**src/rtl/fp_cmp_pkg.sv**
```systemverilog
// Package fp_cmp_pkg
// Shared types for the compare-to-mask unit: predicate encoding and the
// per-operand classification record. Assumes IEEE-754 binary layouts.
package fp_cmp_pkg;

    typedef enum logic [1:0] {
        PRED_EQ = 2'd0,
        PRED_GE = 2'd1,
        PRED_GT = 2'd2,
        PRED_NE = 2'd3
    } pred_e;

    typedef struct packed {
        logic is_nan;
        logic is_snan;
        logic is_qnan;
        logic is_zero;
    } fp_kind_t;

endpackage

```
**src/rtl/fp_classify.sv**
```systemverilog
// Module fp_classify
// Classifies one floating-point operand as NaN (signaling or quiet) or zero.
// Assumes the layout sign | exponent | fraction. The fraction MSB selects
// quiet (1) or signaling (0).
module fp_classify
    import fp_cmp_pkg::*;
#(
    parameter int EXP_W  = 11,
    parameter int FRAC_W = 52
) (
    input  logic [EXP_W+FRAC_W:0] val,
    output fp_kind_t              kind
);
    logic [EXP_W-1:0]  expo;
    logic [FRAC_W-1:0] frac;

    assign expo = val[EXP_W+FRAC_W-1:FRAC_W];
    assign frac = val[FRAC_W-1:0];

    // Decode the exponent and fraction into class bits.
    always_comb begin
        kind.is_nan  = (&expo) && (|frac);
        kind.is_qnan = kind.is_nan && frac[FRAC_W-1];
        kind.is_snan = kind.is_nan && !frac[FRAC_W-1];
        kind.is_zero = (expo == '0) && (frac == '0);
    end
endmodule

```
**src/rtl/fp_order.sv**
```systemverilog
// Module fp_order
// Orders operand x against operand y: x == y, x < y, x <= y.
// Assumes NaN and zero class bits come from fp_classify. Any NaN makes
// all three results false. +0 and -0 compare equal.
module fp_order #(
    parameter int EXP_W  = 11,
    parameter int FRAC_W = 52
) (
    input  logic [EXP_W+FRAC_W:0] x,
    input  logic [EXP_W+FRAC_W:0] y,
    input  logic                  nan_x,
    input  logic                  nan_y,
    input  logic                  zero_x,
    input  logic                  zero_y,
    output logic                  x_eq_y,
    output logic                  x_lt_y,
    output logic                  x_le_y
);
    localparam int W = 1 + EXP_W + FRAC_W;

    logic           sign_x, sign_y, both_zero, any_nan, raw_eq, raw_lt;
    logic [W-2:0]   mag_x, mag_y;

    assign sign_x    = x[W-1];
    assign sign_y    = y[W-1];
    assign mag_x     = x[W-2:0];
    assign mag_y     = y[W-2:0];
    assign both_zero = zero_x && zero_y;
    assign any_nan   = nan_x || nan_y;

    // Sign-magnitude ordering ignoring NaN.
    always_comb begin
        raw_eq = (x == y) || both_zero;
        if (both_zero)
            raw_lt = 1'b0;
        else if (sign_x != sign_y)
            raw_lt = sign_x;
        else if (!sign_x)
            raw_lt = mag_x < mag_y;
        else
            raw_lt = mag_x > mag_y;
    end

    // Unordered operands make every relation false.
    always_comb begin
        x_eq_y = !any_nan && raw_eq;
        x_lt_y = !any_nan && raw_lt;
        x_le_y = x_eq_y || x_lt_y;
    end
endmodule

```
**src/rtl/cmp_decide.sv**
```systemverilog
// Module cmp_decide
// Selects the predicate outcome and derives the invalid flags and the
// write-suppress decision. Assumes the relations are B against A.
module cmp_decide
    import fp_cmp_pkg::*;
(
    input  pred_e pred,
    input  logic  inv_en,
    input  logic  snan_any,
    input  logic  qnan_any,
    input  logic  b_eq_a,
    input  logic  b_lt_a,
    input  logic  b_le_a,
    output logic  hit,
    output logic  raise_snan,
    output logic  raise_vc,
    output logic  suppress
);
    logic ordered;

    assign ordered = (pred == PRED_GE) || (pred == PRED_GT);

    // Invalid-operation flags and the enabled-exception suppress.
    always_comb begin
        raise_snan = snan_any;
        if (!ordered)
            raise_vc = 1'b0;
        else if (snan_any)
            raise_vc = !inv_en;
        else
            raise_vc = qnan_any;
        suppress = inv_en && (raise_snan || raise_vc);
    end

    // Predicate outcome.
    always_comb begin
        unique case (pred)
            PRED_EQ: hit = b_eq_a;
            PRED_GE: hit = b_le_a;
            PRED_GT: hit = b_lt_a;
            PRED_NE: hit = !b_eq_a;
            default: hit = 1'b0;
        endcase
    end
endmodule

```
**src/rtl/fp_cmp_mask_unit.sv**
```systemverilog
// Module fp_cmp_mask_unit
// Compares two floating-point operands and registers a 128-bit mask result,
// two invalid-flag pulses and a write-suppress bit one cycle after in_valid.
// Assumes double precision by default. dst_new holds while idle.
module fp_cmp_mask_unit
    import fp_cmp_pkg::*;
#(
    parameter int EXP_W  = 11,
    parameter int FRAC_W = 52
) (
    input  logic                         clk,
    input  logic                         rst_n,
    input  logic                         in_valid,
    input  logic [EXP_W+FRAC_W:0]        opnd_a,
    input  logic [EXP_W+FRAC_W:0]        opnd_b,
    input  logic [2*(EXP_W+FRAC_W+1)-1:0] dst_old,
    input  logic [1:0]                   pred_sel,
    input  logic                         inv_en,
    output logic                         out_valid,
    output logic [2*(EXP_W+FRAC_W+1)-1:0] dst_new,
    output logic                         wr_suppress,
    output logic                         flag_snan,
    output logic                         flag_vc
);
    localparam int W     = 1 + EXP_W + FRAC_W;
    localparam int RES_W = 2 * W;
    localparam logic [RES_W-1:0] TRUE_MASK = {{W{1'b1}}, {W{1'b0}}};

    logic [W-1:0] opnd [2];
    fp_kind_t     kind [2];
    logic         b_eq_a, b_lt_a, b_le_a;
    logic         hit, raise_snan, raise_vc, suppress;

    assign opnd[0] = opnd_a;
    assign opnd[1] = opnd_b;

    for (genvar g = 0; g < 2; g++) begin : g_class
        fp_classify #(.EXP_W(EXP_W), .FRAC_W(FRAC_W)) u_class (
            .val  (opnd[g]),
            .kind (kind[g])
        );
    end

    fp_order #(.EXP_W(EXP_W), .FRAC_W(FRAC_W)) u_order (
        .x      (opnd_b),
        .y      (opnd_a),
        .nan_x  (kind[1].is_nan),
        .nan_y  (kind[0].is_nan),
        .zero_x (kind[1].is_zero),
        .zero_y (kind[0].is_zero),
        .x_eq_y (b_eq_a),
        .x_lt_y (b_lt_a),
        .x_le_y (b_le_a)
    );

    cmp_decide u_decide (
        .pred       (pred_e'(pred_sel)),
        .inv_en     (inv_en),
        .snan_any   (kind[0].is_snan || kind[1].is_snan),
        .qnan_any   (kind[0].is_qnan || kind[1].is_qnan),
        .b_eq_a     (b_eq_a),
        .b_lt_a     (b_lt_a),
        .b_le_a     (b_le_a),
        .hit        (hit),
        .raise_snan (raise_snan),
        .raise_vc   (raise_vc),
        .suppress   (suppress)
    );

    // Output stage: pulses qualified by in_valid, destination held while idle.
    always_ff @(posedge clk) begin
        if (!rst_n) begin
            out_valid   <= 1'b0;
            flag_snan   <= 1'b0;
            flag_vc     <= 1'b0;
            wr_suppress <= 1'b0;
            dst_new     <= '0;
        end else begin
            out_valid   <= in_valid;
            flag_snan   <= in_valid && raise_snan;
            flag_vc     <= in_valid && raise_vc;
            wr_suppress <= in_valid && suppress;
            if (in_valid)
                dst_new <= suppress ? dst_old : (hit ? TRUE_MASK : '0);
        end
    end
endmodule

```
**config.mk**
```make
export PLATFORM = sky130hd
export DESIGN_NAME = fp_cmp_mask_unit
export DESIGN_NICKNAME = d
export VERILOG_FILES = /design/src/rtl/fp_cmp_pkg.sv /design/src/rtl/fp_classify.sv /design/src/rtl/fp_order.sv /design/src/rtl/cmp_decide.sv /design/src/rtl/fp_cmp_mask_unit.sv
export SDC_FILE = /design/constraint.sdc
export NUM_CORES = 1
export LEC_CHECK = 0
export ABC_CLOCK_PERIOD_IN_PS = 3500
export CORE_AREA = 2 2 155 157
export DETAILED_ROUTE_END_ITERATION = 10
export DIE_AREA = 0 0 157 159
export PLACE_DENSITY = 0.65
export RECOVER_POWER = 100
export SLEW_MARGIN = 20
export SYNTH_ARGS = -nofsm -noshare
export SYNTH_HDL_FRONTEND = slang
export SYNTH_SLANG_ARGS = --single-unit
```
**constraint.sdc**
```tcl
create_clock -name clk -period 3.5 [get_ports clk]
set_clock_uncertainty 0.2 [all_clocks]
set_input_delay 0.7 -clock clk [delete_from_list [all_inputs] [get_ports clk]]
set_output_delay 0.7 -clock clk [all_outputs]
set_load 0.01 [all_outputs]
```
==> reports/metrics.cfg <==
[status]
outcome = finished, final reports clean

[power]
p_sw_w = 0.00120
irDropWorstVdd_v = 0.000261
finalPower_w = 0.00426
switching_share = 0.281
seq_power_share = 0.377
cell_internal_pwr_w = 0.00306
static-leakage-power_nw = 6.53
power.share.clock = 0.405
power.density_nw_per_um2 = 329
share_comb_of_total_power = 0.218

[worst_setup_path]
critPathCaptureType = register
critical-path-slowest-cell = or4_4
worst_path_most_repeated_cell = buf_6
cp.arrival_ns = 3.51
critical_path_required_ns = 3.59
critPathLaunchType = primary input
worst-r2r-setup-slack_ns = 2.55
r2r_start = dst_new[104]
cp_class = primary input to register
max_stage_delay_ns = 0.56
r2r_cells = 2
critPathLaunch = opnd_a[45]
path_delay_family = compound AO/OA/AOI/OAI gates
timing.rr.end = dst_new[104]
critical_path.max_fanout = 6
timing.critical_path.cells = dlygate4sd2_1, inv_1, ha_1, nand4_1, buf_6, a21oi_1, or4_4, a211oi_4, a21oi_2, o211a_1, o221ai_4, buf_12, buf_6, buf_16, nand3_1
critical_path_buf_inv_count = 6

[yosys]
ys_types = 46
postSynthRegisterBits = 132
synth_mux_area_frac = 0
post_synth_fa_ha_maj_area_fraction = 0.130
syn_area_sq_um = 6460
yosys-top-cells-area = dfxtp_1 41%, ha_1 13%, a22o_1 8.7%
commonest_register_cell_after_synthesis = dfxtp_1
synth-xor-area-share = 0.00136
syn_area_per_cell_sq_um = 9.61
synth-compound-area-share = 0.222
synthTopCellsByCount = 132 x dfxtp_1, 69 x inv_1, 67 x ha_1, 64 x a22o_1, 64 x a22oi_1
ys_async_sr_fraction = 0
synthesis.instances = 672
synth_top_family_by_area = compound AO/OA/AOI/OAI gates
synthSimpleGateAreaFrac = 0.166
area_share_of_the_largest_cell_type_after_synthesis = 0.409
synth_sequential_area_ratio = 0.409
synthDominantAreaCellType = dfxtp_1
yosys.cell_count.top_type = dfxtp_1
syn_nets = 1001
ys.warnings.count = 0
number_of_enable_type_register_cells_in_the_synthesized_netlist = 0

[sta]
post-route-min-period_ns = 3.41
worst_hold_slack_ns = 0.274
fin_crit_sh = 0.975
setup_viol = 0
fmax_mhz = 293
hold_viol_final = 0
finalMaxSlewViolations = 0
worstMarginPinSlew_ns = 0.521
max-slew-margin-rel = 0.652

[global_routing]
track_usage = 0.213
first_global_vias = 7464
pin_count_of_the_biggest_net_entering_global_routing = 38
met1_track_utilization_from_global_routing = 0.247
antenna_found_initial = 2
grt-busiest-layer = met2
grt_util_met2 = 0.377
first_pass_grt_wire_length_um = 41400
global_route.overflow_total = 0
groute.layer.met3.usage = 0.0626

[layout]
layout-drive-gt1-share = 0.206
area_growth_pct = 100
design.final.nets = 1474
final.fill_count = 2011
final_cell_area_sq_um = 12900
area.sequential_sq_um = 2640
multi_input_area_sq_um = 3940

[route]
detail-route-antenna-nets = 0
routed-via-count = 7173
wire_per_inst_um = 18.7
detail_route.iter0.violations = 313
route.detailed.vias_per_inst = 4.85
drt-pass1-iter-count = 4
routed_wl_um = 27600
drc_errors = 0

[placement]
rd_place_congestion = 0.886
dp.final_hpwl_um = 20700
portBuffers = 393
placed_cell_area_sq_um = 11400

[floorplan]
design.die.area_sq_um = 25000
ios = 394
floorplan.rows = 56
floorplan.initialDensity = 0.278
die_height_um = 159
coreArea_sq_um = 23200
dieWidth_um = 157

[cts]
cts_root_buf = clkbuf_16
cts_tree = yes
worstSkewPairLatency_ns = 0.41
clk_pin_slew_worst_paths_ns = 0.07
ctsLongestPathBuffers = 2
clock_sink_count = 132
htree_levels = 4
tritoncts.num_buffers = 17

[hold_path]
worst_hold_path.endpoint = dst_new[0]
hold_crit_path_type = register to register
whs_path_depth = 1
hold_start = dst_new[0]

[flow_run]
max_cap_violations = 0

-- worst max path at each step --
stage | endpoint | slack (ns) | cells after the start
6_report | dst_new[120] | 0.09 | 15
3_5_place_dp | dst_new[114] | -0.61 | 13
2_1_floorplan | dst_new[66] | 0.12 | 12
3_3_place_gp | dst_new[100] | -0.58 | 13
5_1_grt | dst_new[120] | -0.05 | 15
4_1_cts | dst_new[112] | 0.009 | 17
-- state kept, by name, indices dropped and copies added, names as in the netlist --
signal	count
wr_suppress	1
flag_snan	1
out_valid	1
dst_new	128
flag_vc	1
-- cells by family after synthesis --
logic type,count (synthesis)
AND/OR/NAND/NOR,178
adder cells (fa/ha/maj),67
AO/OA/AOI/OAI,185
XOR/XNOR,1
flip-flops,132
buffers and inverters,109
-- layout by cell type (no fill, tap or decap), drive strengths merged, types with 2 or more instances in the layout --
master,netlist,layout
nor2,9,9
a221oi,3,3
nor3,3,3
dlygate4sd3,0,133
clkinvlp,0,3
a22o,64,64
and2,2,2
clkdlybuf4s50,0,169
clkinv,0,4
nand3,75,75
inv,69,77
a21oi,24,24
diode,0,2
dlymetal6s2s,0,81
nor2b,4,4
nor4,37,37
a21o,5,5
a211oi,5,5
dfxtp,132,132
buf,13,100
a22oi,64,64
nand4,26,26
nand2,17,17
dlygate4sd2,0,9
ha,67,67
clkbuf,27,17
o21ai,8,8
o2111a,2,2
-- through the flow --
stage	cells	setup slack [ns]	setup TNS, ns	utilization
6_report	1479	0.0871	0	0.558
5_1_grt	1478	-0.0530	-0.607	0.557
4_1_cts	1470	0.00858	0	0.527
3_5_place_dp	1429	-0.605	-57.58	0.490
3_3_place_gp	1429	-0.576	-58.14	0.490
2_1_floorplan	672	0.124	0	-
-- power by group through the flow --
| stage | Sequential (W) | Clock [W] | Combinational [W] |
|---|---|---|---|
| finish | 0.00161 | 0.00172 | 0.000926 |
| floorplan | 0.00166 | 0 | 0.000231 |
| CTS | 0.00161 | 0.00177 | 0.000896 |
| detailed placement | 0.00164 | 0 | 0.000860 |
| global placement | 0.00164 | 0 | 0.000850 |
| global route | 0.00161 | 0.00183 | 0.00100 |
-- layout make-up --
cell class                      instances  area share
Antenna cell                            2    0.000387
Multi-Input combinational cell        431       0.304
Timing Repair Buffer                  494       0.396
Sequential cell                       132       0.204
Clock inverter                         15      0.0109
Inverter                               69      0.0200
Tap cell                              319      0.0309
Clock buffer                           17      0.0329
-- layer usage --
| layer | wire length [um] | part of all wire | up-vias |
|---|---|---|---|
| met5 | 13 | 0.00047 | - |
| met4 | 504 | 0.018 | 2 |
| met3 | 1860 | 0.067 | 30 |
| met2 | 14000 | 0.51 | 271 |
| met1 | 11200 | 0.41 | 3361 |
| li1 | - | - | 3509 |
-- worst reg2reg max path: stages (launching register included) --
cell and delay [ns]:
dfxtp_1 0.33, a22oi_1 0.21, nand3_1 0.10
-- timing repair --
item | in CTS | in global routing
endpoints found under the setup margin | 64 | 100
gates cloned | 4 | 0
setup buffers | 5 | 7
pin swaps | 4 | 43
hold buffers | 0 | 0
gates resized for setup | 34 | 153
hold endpoints to repair | 0 | 0
Note: power is estimated with default switching activity, not from simulation.
